$ cat src/rtl/pwm_pkg.sv
// Package: shared defaults and helpers for the bus-mapped PWM.
// Assumes the configuration word is two equal halves: period low, high time high.
package pwm_pkg;
    localparam int DEF_HALF_W = 16;

    // Low half of a configuration word holds the period.
    function automatic logic [DEF_HALF_W-1:0] word_period(input logic [2*DEF_HALF_W-1:0] w);
        return w[DEF_HALF_W-1:0];
    endfunction

    // High half of a configuration word holds the high time.
    function automatic logic [DEF_HALF_W-1:0] word_high(input logic [2*DEF_HALF_W-1:0] w);
        return w[2*DEF_HALF_W-1:DEF_HALF_W];
    endfunction
endpackage

$ cat src/rtl/pwm_cfg_port.sv
// Module: slave-side storage of the configuration word and read path.
// Assumes single-cycle strobes; read data registered, fixed latency one.
module pwm_cfg_port #(
    parameter int WORD_W = 32
) (
    input  logic              clk,
    input  logic              rst_n,
    input  logic              bus_rd,
    input  logic              bus_wr,
    input  logic [WORD_W-1:0] bus_wdata,
    output logic [WORD_W-1:0] bus_rdata,
    output logic [WORD_W-1:0] cfg_word
);
    // Stored word: replaced as a whole by each write.
    always_ff @(posedge clk) begin
        if (!rst_n)
            cfg_word <= '0;
        else if (bus_wr)
            cfg_word <= bus_wdata;
    end

    // Read register: captures the pre-write word on each read, holds otherwise.
    always_ff @(posedge clk) begin
        if (!rst_n)
            bus_rdata <= '0;
        else if (bus_rd)
            bus_rdata <= cfg_word;
    end
endmodule

$ cat src/rtl/pwm_period_engine.sv
// Module: phase counter and active configuration.
// Adopts a new period/high pair only at a period wrap, or at once when idle.
// Assumes a write in the wrap cycle is forwarded from the bus.
module pwm_period_engine #(
    parameter int HALF_W = 16,
    localparam int WORD_W = 2 * HALF_W
) (
    input  logic              clk,
    input  logic              rst_n,
    input  logic              bus_wr,
    input  logic [WORD_W-1:0] bus_wdata,
    input  logic [WORD_W-1:0] cfg_word,
    output logic [HALF_W-1:0] run_per,
    output logic [HALF_W-1:0] run_hi,
    output logic [HALF_W-1:0] ph_cnt
);
    logic [WORD_W-1:0] src_word;
    logic              idle;
    logic              at_wrap;
    logic              adopt;

    // Source of the next configuration: bus word wins over stored copy.
    always_comb begin
        src_word = bus_wr ? bus_wdata : cfg_word;
        idle     = (run_per == '0);
        at_wrap  = (ph_cnt == run_per - 1'b1);
        adopt    = idle || at_wrap;
    end

    // Counter and active pair: reload at wrap or idle, else step.
    always_ff @(posedge clk) begin
        if (!rst_n) begin
            run_per <= '0;
            run_hi  <= '0;
            ph_cnt  <= '0;
        end else if (adopt) begin
            run_per <= src_word[HALF_W-1:0];
            run_hi  <= src_word[WORD_W-1:HALF_W];
            ph_cnt  <= '0;
        end else begin
            ph_cnt  <= ph_cnt + 1'b1;
        end
    end
endmodule

$ cat src/rtl/pwm_level_cmp.sv
// Module: output level from phase and active pair.
// Assumes counter below period; high while phase below high time.
module pwm_level_cmp #(
    parameter int HALF_W = 16
) (
    input  logic [HALF_W-1:0] run_per,
    input  logic [HALF_W-1:0] run_hi,
    input  logic [HALF_W-1:0] ph_cnt,
    output logic              pwm_out
);
    // Level decision: idle forces low, otherwise compare phase to high time.
    always_comb begin
        pwm_out = (run_per != '0) && (ph_cnt < run_hi);
    end
endmodule

$ cat src/rtl/pwm_bus_gen.sv
// Module: top of the bus-mapped PWM, joins storage, engine and comparator.
// Assumes one configuration word split in equal period/high halves.
module pwm_bus_gen #(
    parameter int HALF_W = pwm_pkg::DEF_HALF_W,
    localparam int WORD_W = 2 * HALF_W
) (
    input  logic              clk,
    input  logic              rst_n,
    input  logic              bus_rd,
    input  logic              bus_wr,
    input  logic [WORD_W-1:0] bus_wdata,
    output logic [WORD_W-1:0] bus_rdata,
    output logic              pwm_out
);
    logic [WORD_W-1:0] cfg_word;
    logic [HALF_W-1:0] run_per;
    logic [HALF_W-1:0] run_hi;
    logic [HALF_W-1:0] ph_cnt;

    pwm_cfg_port #(.WORD_W(WORD_W)) u_port (
        .clk      (clk),
        .rst_n    (rst_n),
        .bus_rd   (bus_rd),
        .bus_wr   (bus_wr),
        .bus_wdata(bus_wdata),
        .bus_rdata(bus_rdata),
        .cfg_word (cfg_word)
    );

    pwm_period_engine #(.HALF_W(HALF_W)) u_eng (
        .clk      (clk),
        .rst_n    (rst_n),
        .bus_wr   (bus_wr),
        .bus_wdata(bus_wdata),
        .cfg_word (cfg_word),
        .run_per  (run_per),
        .run_hi   (run_hi),
        .ph_cnt   (ph_cnt)
    );

    pwm_level_cmp #(.HALF_W(HALF_W)) u_cmp (
        .run_per(run_per),
        .run_hi (run_hi),
        .ph_cnt (ph_cnt),
        .pwm_out(pwm_out)
    );
endmodule

$ cat config.mk
export PLATFORM = sky130hd
export DESIGN_NAME = pwm_bus_gen
export DESIGN_NICKNAME = d
export VERILOG_FILES = /design/src/rtl/pwm_pkg.sv /design/src/rtl/pwm_cfg_port.sv /design/src/rtl/pwm_period_engine.sv /design/src/rtl/pwm_level_cmp.sv /design/src/rtl/pwm_bus_gen.sv
export SDC_FILE = /design/constraint.sdc
export NUM_CORES = 1
export LEC_CHECK = 0
export BUFFER_PORTS_ARGS = -buffer_cell sky130_fd_sc_hd__buf_4
export CORE_MARGIN = 3
export CORE_UTILIZATION = 45
export CTS_CLUSTER_DIAMETER = 120
export DETAILED_ROUTE_END_ITERATION = 10
export PLACE_DENSITY_LB_ADDON = 0.15
export SYNTH_ARGS = -nofsm -noshare
export SYNTH_HDL_FRONTEND = slang
export SYNTH_SLANG_ARGS = --single-unit
$ cat constraint.sdc
create_clock -name clk -period 6.68 [get_ports clk]
set_input_delay 0.334 -clock clk [delete_from_list [all_inputs] [get_ports clk]]
set_output_delay 0.334 -clock clk [all_outputs]
set_load 0.005 [all_outputs]
Yosys cells after proc, flatten, opt, wreduce, memory -nomap -nowiden
Cells that the tools add are included.
{ "word_totals": {"register_bits": 112, "out_inout_bits": 33} }
{ "classes": {"addsub": 2, "n_lt_le_gt_ge": 1, "eq_ne": 1, "muxes": 1, "bitwise": 1, "reduce_logical": 5} }
{ "ops": {"columns": ["cell", "n"], "rows": [
  ["32-bit 2-to-1 mux", 1],
  ["16-bit by 1-bit adder with 16-bit output, second input constant", 1],
  ["16-bit == test", 1],
  ["16-bit logical NOT", 1],
  ["16-bit < comparator", 1],
  ["16-bit nonzero test", 1],
  ["16-bit by 1-bit subtractor with 16-bit output, second input constant", 1],
  ["2-bit OR reduction", 1],
  ["1-bit logical AND", 1],
  ["1-bit logical OR", 1],
  ["1-bit NOT", 1]
]} }

Depth between registers and ports, before layout
Gate-level depths: netlist of run 1.
{ "logic_depth": {"ltp_word": 4, "ltp_mapped": 11} }

Cells and area by module
A second synthesis of run 1 with hierarchy kept.
{ "hier_totals": {"cells_unflattened": 585, "area_unflattened_um2": 5768.0} }
{ "by_module_without_submodules": {"columns": ["mod", "n_inst", "cells_per_inst", "area_per_inst_um2", "seq_area_each_um2"], "rows": [
  ["pwm_period_engine", 1, 322, 2821.5, 960.9],
  ["pwm_cfg_port", 1, 207, 2492.4, 1281.2],
  ["pwm_level_cmp", 1, 56, 454.2, 0.0]
]} }

Least setup slack after synthesis of run 1
OpenSTA, ideal clock, no wires.
{ "synth_path": {"kind": "register to register", "from": "register u_eng.run_per[0]", "to": "register u_eng.run_hi[0]", "arrival_ps": 2835, "setup_slack_ps": 3722, "stages_incl_launch_ff": 11, "synth_period_minus_slack_ps": 2958, "cell_sequence": "dfxtp_1 -> inv_1 -> ha_1 -> or4b_2 -> clkbuf_1 -> or4_1 -> o31ai_1 -> nand4_1 -> o31ai_2 -> buf_6 -> mux2_1"} }
{ "synth_via": {"elab_chain_len": 3, "word_cells_on_any_way": 4} }
{ "synth_rtl": {"columns": ["item", "line_no", "source"], "rows": [
  ["start, declared", "pwm_period_engine.sv:13", "output logic [HALF_W-1:0] run_per,"],
  ["start signal, assigned", "pwm_period_engine.sv:37", "run_per <= src_word[HALF_W-1:0];"],
  ["16-bit by 1-bit subtractor with 16-bit output", "pwm_period_engine.sv:26", "at_wrap = (ph_cnt == run_per - 1'b1);"],
  ["16-bit == test", "pwm_period_engine.sv:26", null],
  ["1-bit logical OR (*)", "pwm_period_engine.sv:27", "adopt = idle || at_wrap;"],
  ["end signal, assigned", "pwm_period_engine.sv:38", "run_hi <= src_word[WORD_W-1:HALF_W];"],
  ["end, declared", "pwm_period_engine.sv:14", "output logic [HALF_W-1:0] run_hi,"]
]} }
Every way passes the cells marked *; elsewhere a longest branch is shown, timed or not.
A chain may end at the register's enable or synchronous reset.

Final worst setup path of run 1
{ "layout_path": {"from": "register u_eng.run_per[0]", "to": "register u_eng.run_per[10]"} }
{ "layout_via": {"elab_chain_len": 3, "word_cells_on_any_way": 4} }
{ "layout_rtl": {"columns": ["item", "line_no"], "rows": [
  ["16-bit by 1-bit subtractor with 16-bit output", "pwm_period_engine.sv:26"],
  ["16-bit == test", "pwm_period_engine.sv:26"],
  ["1-bit logical OR (*)", "pwm_period_engine.sv:27"]
]} }
Marks and branches as above.

==> impl_metrics.tcl, run 1 <==
set metrics [dict create \
    wire_per_inst_um 14.6 \
    relSlewSlack_pct 50.9 \
    cts.path.max_buffers 2 \
    final_area_mm2 0.00606 \
    path_class "reg2reg" \
    clock_skew_ps 7.47 \
    cts.repair.resized 0 \
    grt_max_degree 98 \
    dr.pass1.iters 4 \
    grt.total_usage_pct 16.9 \
    rsz0062_at_grt "no" \
    fillCellCount 1005 \
    drt-total-wl_mm 10.4 \
    tightest_slew_ps 737 \
    postCtsHoldBufs 0 \
    detail-route-antenna-nets 0 \
    die-area_mm2 0.0129 \
    area_growth_pct 16.4 \
    layout.nets 619 \
    cts_root_buffer "clkbuf_16" \
    synth_warnings 0 \
    drc_errors 0 \
    hold_path.class "in2reg" \
    hold_viol 0 \
    seq_area_mm2 0.00224 \
    drtIter0Drc 149 \
    drive_gt1_share_pct 16.1 \
    worst_ep_required_time_ps 6910 \
    initial_core_util_pct 47.0 \
    place_hpwl_mm 7.27 \
    timing.fmax_ghz 0.289 \
    p_leak_nw 2.62 \
    rows 38 \
    synth_cell_types 45 \
    grt_pass1_wl_mm 17.9 \
    synth_seq_cells 112 \
    synth_edf_count 0 \
    syn-cell-area_mm2 0.00521 \
    multiInputGateArea_mm2 0.00277 \
    synth.net_count 567 \
    fin_tns_setup_ps 0 \
    synthesis.area_per_instance_um2 10.1 \
    total_power_w 0.00174 \
    yosysMostFrequentCell "dfxtp_1" \
    coreArea_mm2 0.0111 \
    grt-ovfl-total 0 \
    netlist.area_leader.share_pct 43.0 \
    synth.top_cells.by_area "dfxtp_1 43%, mux2i_1 12%, nor2b_1 7.7%, mux2_1 5.8%, ha_1 4.1%" \
    yosysTopAreaCell "dfxtp_1" \
    antenna_found_initial 0 \
    status "completed" \
    via_count 3669 \
    synth_cells 514 \
    cts_buffers 9 \
    final_util_pct 54.7 \
    routed_via_density 5.17 \
    antenna_cells 0 \
    cts.sinks 112 \
    port_buffers 68 \
    grt_pass1_vias 3731 \
    critical_path_arrival_ps 3680 \
    synthTopCellsByCount "112 x dfxtp_1, 64 x mux2i_1, 64 x nor2b_1" \
    ios 69 \
    post-cts-setup-buffers 0 \
    finalSetupViolations 0 \
    power.density_mw_per_mm2 287 \
    cp-end-kind "flop" \
    cts_tree "done" \
    post-route-period-util_pct 51.7 \
    die_width_um 114 \
    ir_drop_mv 0.227 \
    fp.dieH_um 114 \
    synth_flop_cell "dfxtp_1" \
    placed_area_mm2 0.00578 \
    critPathLaunchType "flop" \
    cts.clk_slew.worst_paths_ps 70 \
    cap_violations 0 \
    routabilityCongestion 0.854 \
    cp_max_fo 32 \
    clk_latency_ps 350 \
    synth_seq_area_share_pct 43.0 \
    async_flop_share_pct 0 \
    maxSlewViolCount 0 \
    layout_min_cycle_time_ps 3450 \
    hold_ws_ps 295 \
    htreeDepth 3 \
]
[per-layer routing]
metal / vias up / share of wire [%] / global-route usage [%] / wire [um]
met2: 76 / 47 / 27.9 / 4860
met1: 1723 / 47 / 22.0 / 4910
met5: - / 0 / 0 / 0
li1: 1858 / - / - / -
met4: 0 / 1.3 / 5.69 / 138
met3: 12 / 4.5 / 3.45 / 466
[worst max-delay path, cell delays in order (launching register included)]
cell and delay, ps:
dfxtp_1 360, or4_1 580, or3_1 360, a2111oi_0 610, nor4b_2 310, nand4_1 210, o31ai_4 100, buf_4 420
mux2_1 370
[stage by stage]
| stage | cells | setup WS (ps) |
|---|---|---|
| 6_report | 710 | 3230 |
| 5_1_grt | 710 | 2990 |
| 4_1_cts | 710 | 3210 |
| 3_5_place_dp | 695 | 3270 |
| 3_3_place_gp | 695 | 3400 |
| 2_1_floorplan | 514 | 3720 |
[sequential cells by signal, indices dropped and copies added, names as in the netlist]
name,cells
u_port.bus_rdata,32
u_port.cfg_word,32
u_eng.ph_cnt,16
u_eng.run_hi,16
u_eng.run_per,16
[cells by family (layout without fill, tap and decap cells)]
logic type,Yosys count,after routing,synth area share (%)
buf+inv,48,104,3.92
compound gates,33,33,4.80
fa+ha+maj,17,17,4.08
xor+xnor,35,35,5.89
mux,93,93,18.6
simple gates,176,176,19.7
flops,112,112,43.0
[power breakdown]
part / switching, W / internal, W
combinational: 0.000241 / 0.000221
sequential: 0.0000501 / 0.000721
clock: 0.000242 / 0.000265
total: 0.000533 / 0.00121
[placed cells by master, fill, tap and decap left out, types with 3 or more instances in the layout]
cell and n:
dfxtp_1 112, buf_4 69, mux2i_1 64, nor2b_1 64, and2_1 30, mux2_1 27, nor2_1 22, inv_1 20
xnor2_1 20, ha_1 17, xor2_1 15, nand2_1 11, nand3_1 10, clkbuf_16 9, nand4_1 8, a21o_1 6
nor3_1 5, o21ai_0 4, nor4_1 4, or4_1 4, nand2b_1 3, a21oi_1 3, a2111oi_0 3, nand3b_1 3
or2_2 3, a211oi_1 3, o2bb2ai_1 3, clkinv_4 3
[area by class of cell]
type	instances	area share (%)
clock buffers	10	3.94
repair buffers	69	8.54
flip-flops and latches	112	37.0
multi-input cells	354	45.7
well taps	140	2.89
clock inverters	5	0.702
inverters	20	1.24
[path summary, 6_finish.rpt]
kind,from,endpoint,slack (ps),depth (start not counted)
worst max-delay path,u_eng.run_per[0],u_eng.run_per[10],3230,8
worst min register to register,u_port.cfg_word[8],u_port.bus_rdata[8],520,2
worst min-delay path,bus_wdata[14],u_port.cfg_word[14],290,3
worst max register to register,u_eng.run_per[0],u_eng.run_per[10],3230,8
Power figures use the tool's default switching activity.
==> inputs of run 2 (changes only) <==
Clock period 6.68 ns to 3.4 ns, I/O delays scaled along.
==> run 2 against run 1 <==
Clock power grew 110%. Maximum frequency increased by 7.0%. Global-route usage increased by 0.14 points. Combinational power increased by 110%. Clock skew grew 5.8 ps. Hold slack worse by 170 ps. Via count fell by 2.0%. Setup slack got worse by 3100 ps. Flip-flop and latch count did not move. Final area is 1.1% higher. First-iteration DRC count fell by 16%. Critical path depth unchanged.
==> impl_metrics.tcl, run 2 (synthesized netlist as in run 1, its figures left out) <==
set metrics [dict create \
    detail-route-antenna-nets 0 \
    ir_drop_mv 0.291 \
    drive_gt1_share_pct 16.9 \
    maxSlewViolCount 0 \
    cts_root_buffer "clkbuf_16" \
    grt.total_usage_pct 17.0 \
    final_cell_mix "112 x dfxtp_1, 72 x buf_4, 64 x mux2i_1, 64 x nor2b_1, 30 x and2_1" \
    area_growth_pct 17.7 \
    p_leak_nw 2.65 \
    status "completed" \
    htreeDepth 3 \
    cap_violations 0 \
    layout.nets 623 \
    cts.path.max_buffers 2 \
    die_width_um 114 \
    cts_tree "done" \
    coreArea_mm2 0.0111 \
    port_buffers 68 \
    routabilityCongestion 0.880 \
    critical_path_arrival_ps 3470 \
    worst_ep_required_time_ps 3640 \
    clk_latency_ps 350 \
    cp-end-kind "flop" \
    critPathLaunchType "flop" \
    fillCellCount 999 \
    grt_max_degree 98 \
    clock_skew_ps 13.3 \
    cts.sinks 112 \
    wire_per_inst_um 14.5 \
    grt-ovfl-total 0 \
    routed_via_density 5.03 \
    fp.dieH_um 114 \
    layout_min_cycle_time_ps 3230 \
    finalSetupViolations 0 \
    ios 69 \
    initial_core_util_pct 47.0 \
    cts_buffers 9 \
    path_class "reg2reg" \
    rows 38 \
    die-area_mm2 0.0129 \
    antenna_found_initial 0 \
    hold_path.class "in2reg" \
    layout.cells.non_filler 715 \
    drt-total-wl_mm 10.4 \
    cts.clk_slew.worst_paths_ps 70 \
    cp_max_fo 10 \
    placedCellCount 697 \
    power.density_mw_per_mm2 579 \
    cts.repair.resized 0 \
    dr.pass1.iters 4 \
    fin_tns_setup_ps 0 \
    antenna_cells 0 \
    reg_top3 "u_port.bus_rdata x32, u_port.cfg_word x32" \
    relSlewSlack_pct 50.2 \
    drtIter0Drc 125 \
    grt_pass1_wl_mm 17.8 \
    grt_pass1_vias 3675 \
    tightest_slew_ps 748 \
    post-cts-setup-buffers 0 \
    place_hpwl_mm 7.38 \
    final_common_cell "dfxtp_1" \
    rsz0062_at_grt "no" \
    timing.fmax_ghz 0.310 \
    post-route-period-util_pct 94.9 \
    via_count 3596 \
    drc_errors 0 \
    postCtsHoldBufs 0 \
    hold_viol 0 \
]
-- run 2: critical path, stage by stage (launching register included) --
cell       delay, ps
dfxtp_1          360
or4_1            580
or3_1            360
a2111oi_0        580
nor4b_2          300
nand4_1          210
o31ai_4          150
buf_4            250
mux2_2           340
-- run 2: power breakdown --
group          total [W]  internal, W  switching, W
Combinational   0.000969     0.000487      0.000481
Clock            0.00107     0.000578      0.000491
Sequential       0.00151      0.00142     0.0000984
Total            0.00355      0.00248       0.00107
-- run 2: worst paths after layout --
check	slack [ps]	end	cells past startpoint	start
worst max-delay path	170	u_eng.run_hi[15]	8	u_eng.run_per[0]
worst min-delay path	120	u_port.cfg_word[14]	3	bus_wdata[14]
worst max register to register	170	u_eng.run_hi[15]	8	u_eng.run_per[0]
worst min register to register	520	u_port.bus_rdata[28]	2	u_port.bus_rdata[28]
-- run 2: area by class of cell --
| class | instances | area, um2 | area share [%] |
|---|---|---|---|
| Inverter | 20 | 75.1 | 1.22 |
| Timing Repair Buffer | 73 | 561 | 9.14 |
| Tap cell | 140 | 175 | 2.86 |
| Sequential cell | 112 | 2240 | 36.6 |
| Clock buffer | 9 | 225 | 3.67 |
| Multi-Input combinational cell | 354 | 2770 | 45.2 |
| Clock inverter | 7 | 80.1 | 1.31 |
-- run 2: stage by stage --
| step | hold WS, ps | area, um2 | worst slack, ps | total power (W) | utilization, % |
|---|---|---|---|---|---|
| 6_report | 124 | 6130 | 172 | 0.00355 | 55.3 |
| 5_1_grt | 137 | 6130 | 12.3 | 0.00377 | 55.3 |
| 4_1_cts | 113 | 6110 | 29.1 | 0.00358 | 55.2 |
| 3_5_place_dp | 481 | 5810 | 10.2 | 0.00249 | 52.4 |
| 3_3_place_gp | 488 | 5810 | 179 | 0.00247 | 52.4 |
| 2_1_floorplan | 370 | 5210 | 442 | 0.00224 | - |
-- run 2: layer usage --
layer | wire length [um] | track usage [%] | vias up
li1 | - | - | 1856
met1 | 5030 | 22.2 | 1645
met2 | 4690 | 27.3 | 76
met3 | 447 | 3.02 | 19
met4 | 218 | 8.01 | 0
met5 | 0 | 0 | -
==> inputs of run 3 (changes only) <==
Clock period 3.4 ns to 3.25 ns, I/O delays scaled along.
==> run 3 against run 2 <==
Combinational power grew 12%. Final cell count up 0.84%. Clock skew decreased by 2.9 ps. First-iteration DRC count decreased by 7.2%. Register-to-register slack worse by 20 ps. Clock-buffer cell count grew 2. Critical path type unchanged. Clock power increased by 8%.
==> impl_metrics.tcl, run 3 (synthesized netlist as in run 1, its figures left out) <==
set metrics [dict create \
    status "completed" \
    pwr-share-comb_pct 28.4 \
    place_hpwl_mm 7.37 \
    antenna_found_initial 0 \
    final_cell_mix "112 x dfxtp_1, 77 x buf_4, 64 x mux2i_1, 64 x nor2b_1, 30 x and2_1" \
    clkPwrFrac_pct 30.4 \
    reg_top3 "u_port.bus_rdata x32, u_port.cfg_word x32" \
    cts_root_buffer "clkbuf_16" \
    drtIter0Drc 116 \
    clk_latency_ps 350 \
    hold_viol 0 \
    timing.fmax_ghz 0.323 \
    hold_path.class "in2reg" \
    maxSlewViolCount 0 \
    detail-route-antenna-nets 0 \
    wire_per_inst_um 14.5 \
    via_count 3673 \
    final_util_pct 55.9 \
    finalSetupViolations 0 \
    cap_violations 0 \
    worst_ep_required_time_ps 3490 \
    path_class "reg2reg" \
    p_sw_share_pct 29.3 \
    htreeDepth 3 \
    final_common_cell "dfxtp_1" \
    layout.nets 629 \
    grt-ovfl-total 0 \
    layout_min_cycle_time_ps 3090 \
    drt-total-wl_mm 10.5 \
    rsz0062_at_grt "no" \
    cts_tree "done" \
    fp.dieH_um 114 \
    die_width_um 114 \
    relSlewSlack_pct 50.7 \
    seqPwrFrac_pct 41.3 \
    power.density_mw_per_mm2 619 \
    critPathLaunchType "flop" \
    post-route-period-util_pct 95.2 \
    drc_errors 0 \
    coreArea_mm2 0.0111 \
    p_int_w 0.00271 \
    rows 38 \
    tightest_slew_ps 739 \
    clock_skew_ps 10.4 \
    switchingPower_w 0.00112 \
    drive_gt1_share_pct 17.7 \
    hold_ws_ps 117 \
    placedCellCount 703 \
    grt_pass1_wl_mm 17.9 \
    critical_path_arrival_ps 3330 \
    grt_pass1_vias 3719 \
    worstSetupStartpoint "u_eng.run_per[8]" \
    layout.cells.non_filler 721 \
    min_from "bus_wdata[22]" \
    antenna_cells 0 \
    grt.total_usage_pct 17.1 \
    routabilityCongestion 0.843 \
    port_buffers 68 \
    cp_max_fo 19 \
    cts.sinks 112 \
    fin_tns_setup_ps 0 \
    cts.path.max_buffers 2 \
    cp-end-kind "flop" \
    ios 69 \
    cts_buffers 9 \
    initial_core_util_pct 47.0 \
    cts.clk_slew.worst_paths_ps 70 \
    grt_max_degree 98 \
    area_growth_pct 19.0 \
    dr.pass1.iters 4 \
    die-area_mm2 0.0129 \
    p_leak_nw 2.70 \
    routed_via_density 5.09 \
    ir_drop_mv 0.370 \
    r2r-start "u_eng.run_per[8]" \
]
-- run 3: changes by cell type in the layout (fill, tap and decap cells not counted), sizes merged --
cell,previous run,this run
buf,73,79
clkinvlp,4,0
bufinv,1,2
clkinv,1,2
clkbuf,9,11
-- run 3: per-layer routing --
layer | GRT usage [%] | vias up | part of all wire, %
li1 | - | 1872 | -
met5 | 0 | - | 0
met1 | 21.7 | 1708 | 47
met2 | 28.1 | 73 | 46
met4 | 7.93 | 0 | 2.6
met3 | 3.34 | 20 | 4.8
-- run 3: final cells by class --
type                    instances  area [um2]
fillers                       984        4880
flip-flops and latches        112        2240
multi-input cells             354        2780
clock inverters                 5        78.8
well taps                     140         175
clock buffers                  11         233
inverters                      20        75.1
repair buffers                 79         609
-- run 3: path summary, 6_finish.rpt --
| path | to | slack [ps] | cells after the start |
|---|---|---|---|
| setup / recovery | u_eng.run_hi[9] | 160 | 8 |
| hold / removal | u_port.cfg_word[22] | 120 | 3 |
| setup reg to reg | u_eng.run_hi[9] | 160 | 8 |
| hold reg to reg | u_port.bus_rdata[13] | 520 | 2 |
-- run 3: what timing repair did --
item | in CTS | in global routing
hold buffers | 0 | 0
pin swaps | 0 | 1
buffers inserted | 2 | 0
resized for setup | 2 | 2
setup endpoints to repair | 18 | 11
-- run 3: power groups by stage --
stage,registers (W),logic [W],clock network (W)
final,0.00158,0.00109,0.00116
after global routing,0.00160,0.00121,0.00125
after CTS,0.00158,0.00108,0.00120
after detailed placement,0.00161,0.00104,0
after global placement,0.00161,0.00102,0
after floorplan,0.00158,0.000767,0
-- run 3: critical path, cell delays in order (launching register included) --
cell	delay [ps]
dfxtp_1	350
or4_1	560
or4_1	490
a2111o_1	460
a22oi_1	210
nand4_1	210
o31ai_4	150
buf_12	210
mux2_1	340
-- run 3: per-stage QoR --
stage               total power (W)  setup WS, ps  area [um2]
global route                0.00406          28.7        6200
detailed placement          0.00266          -144        5850
floorplan                   0.00235           292        5210
global placement            0.00262          51.7        5850
finish                      0.00383           156        6200
CTS                         0.00386           112        6190
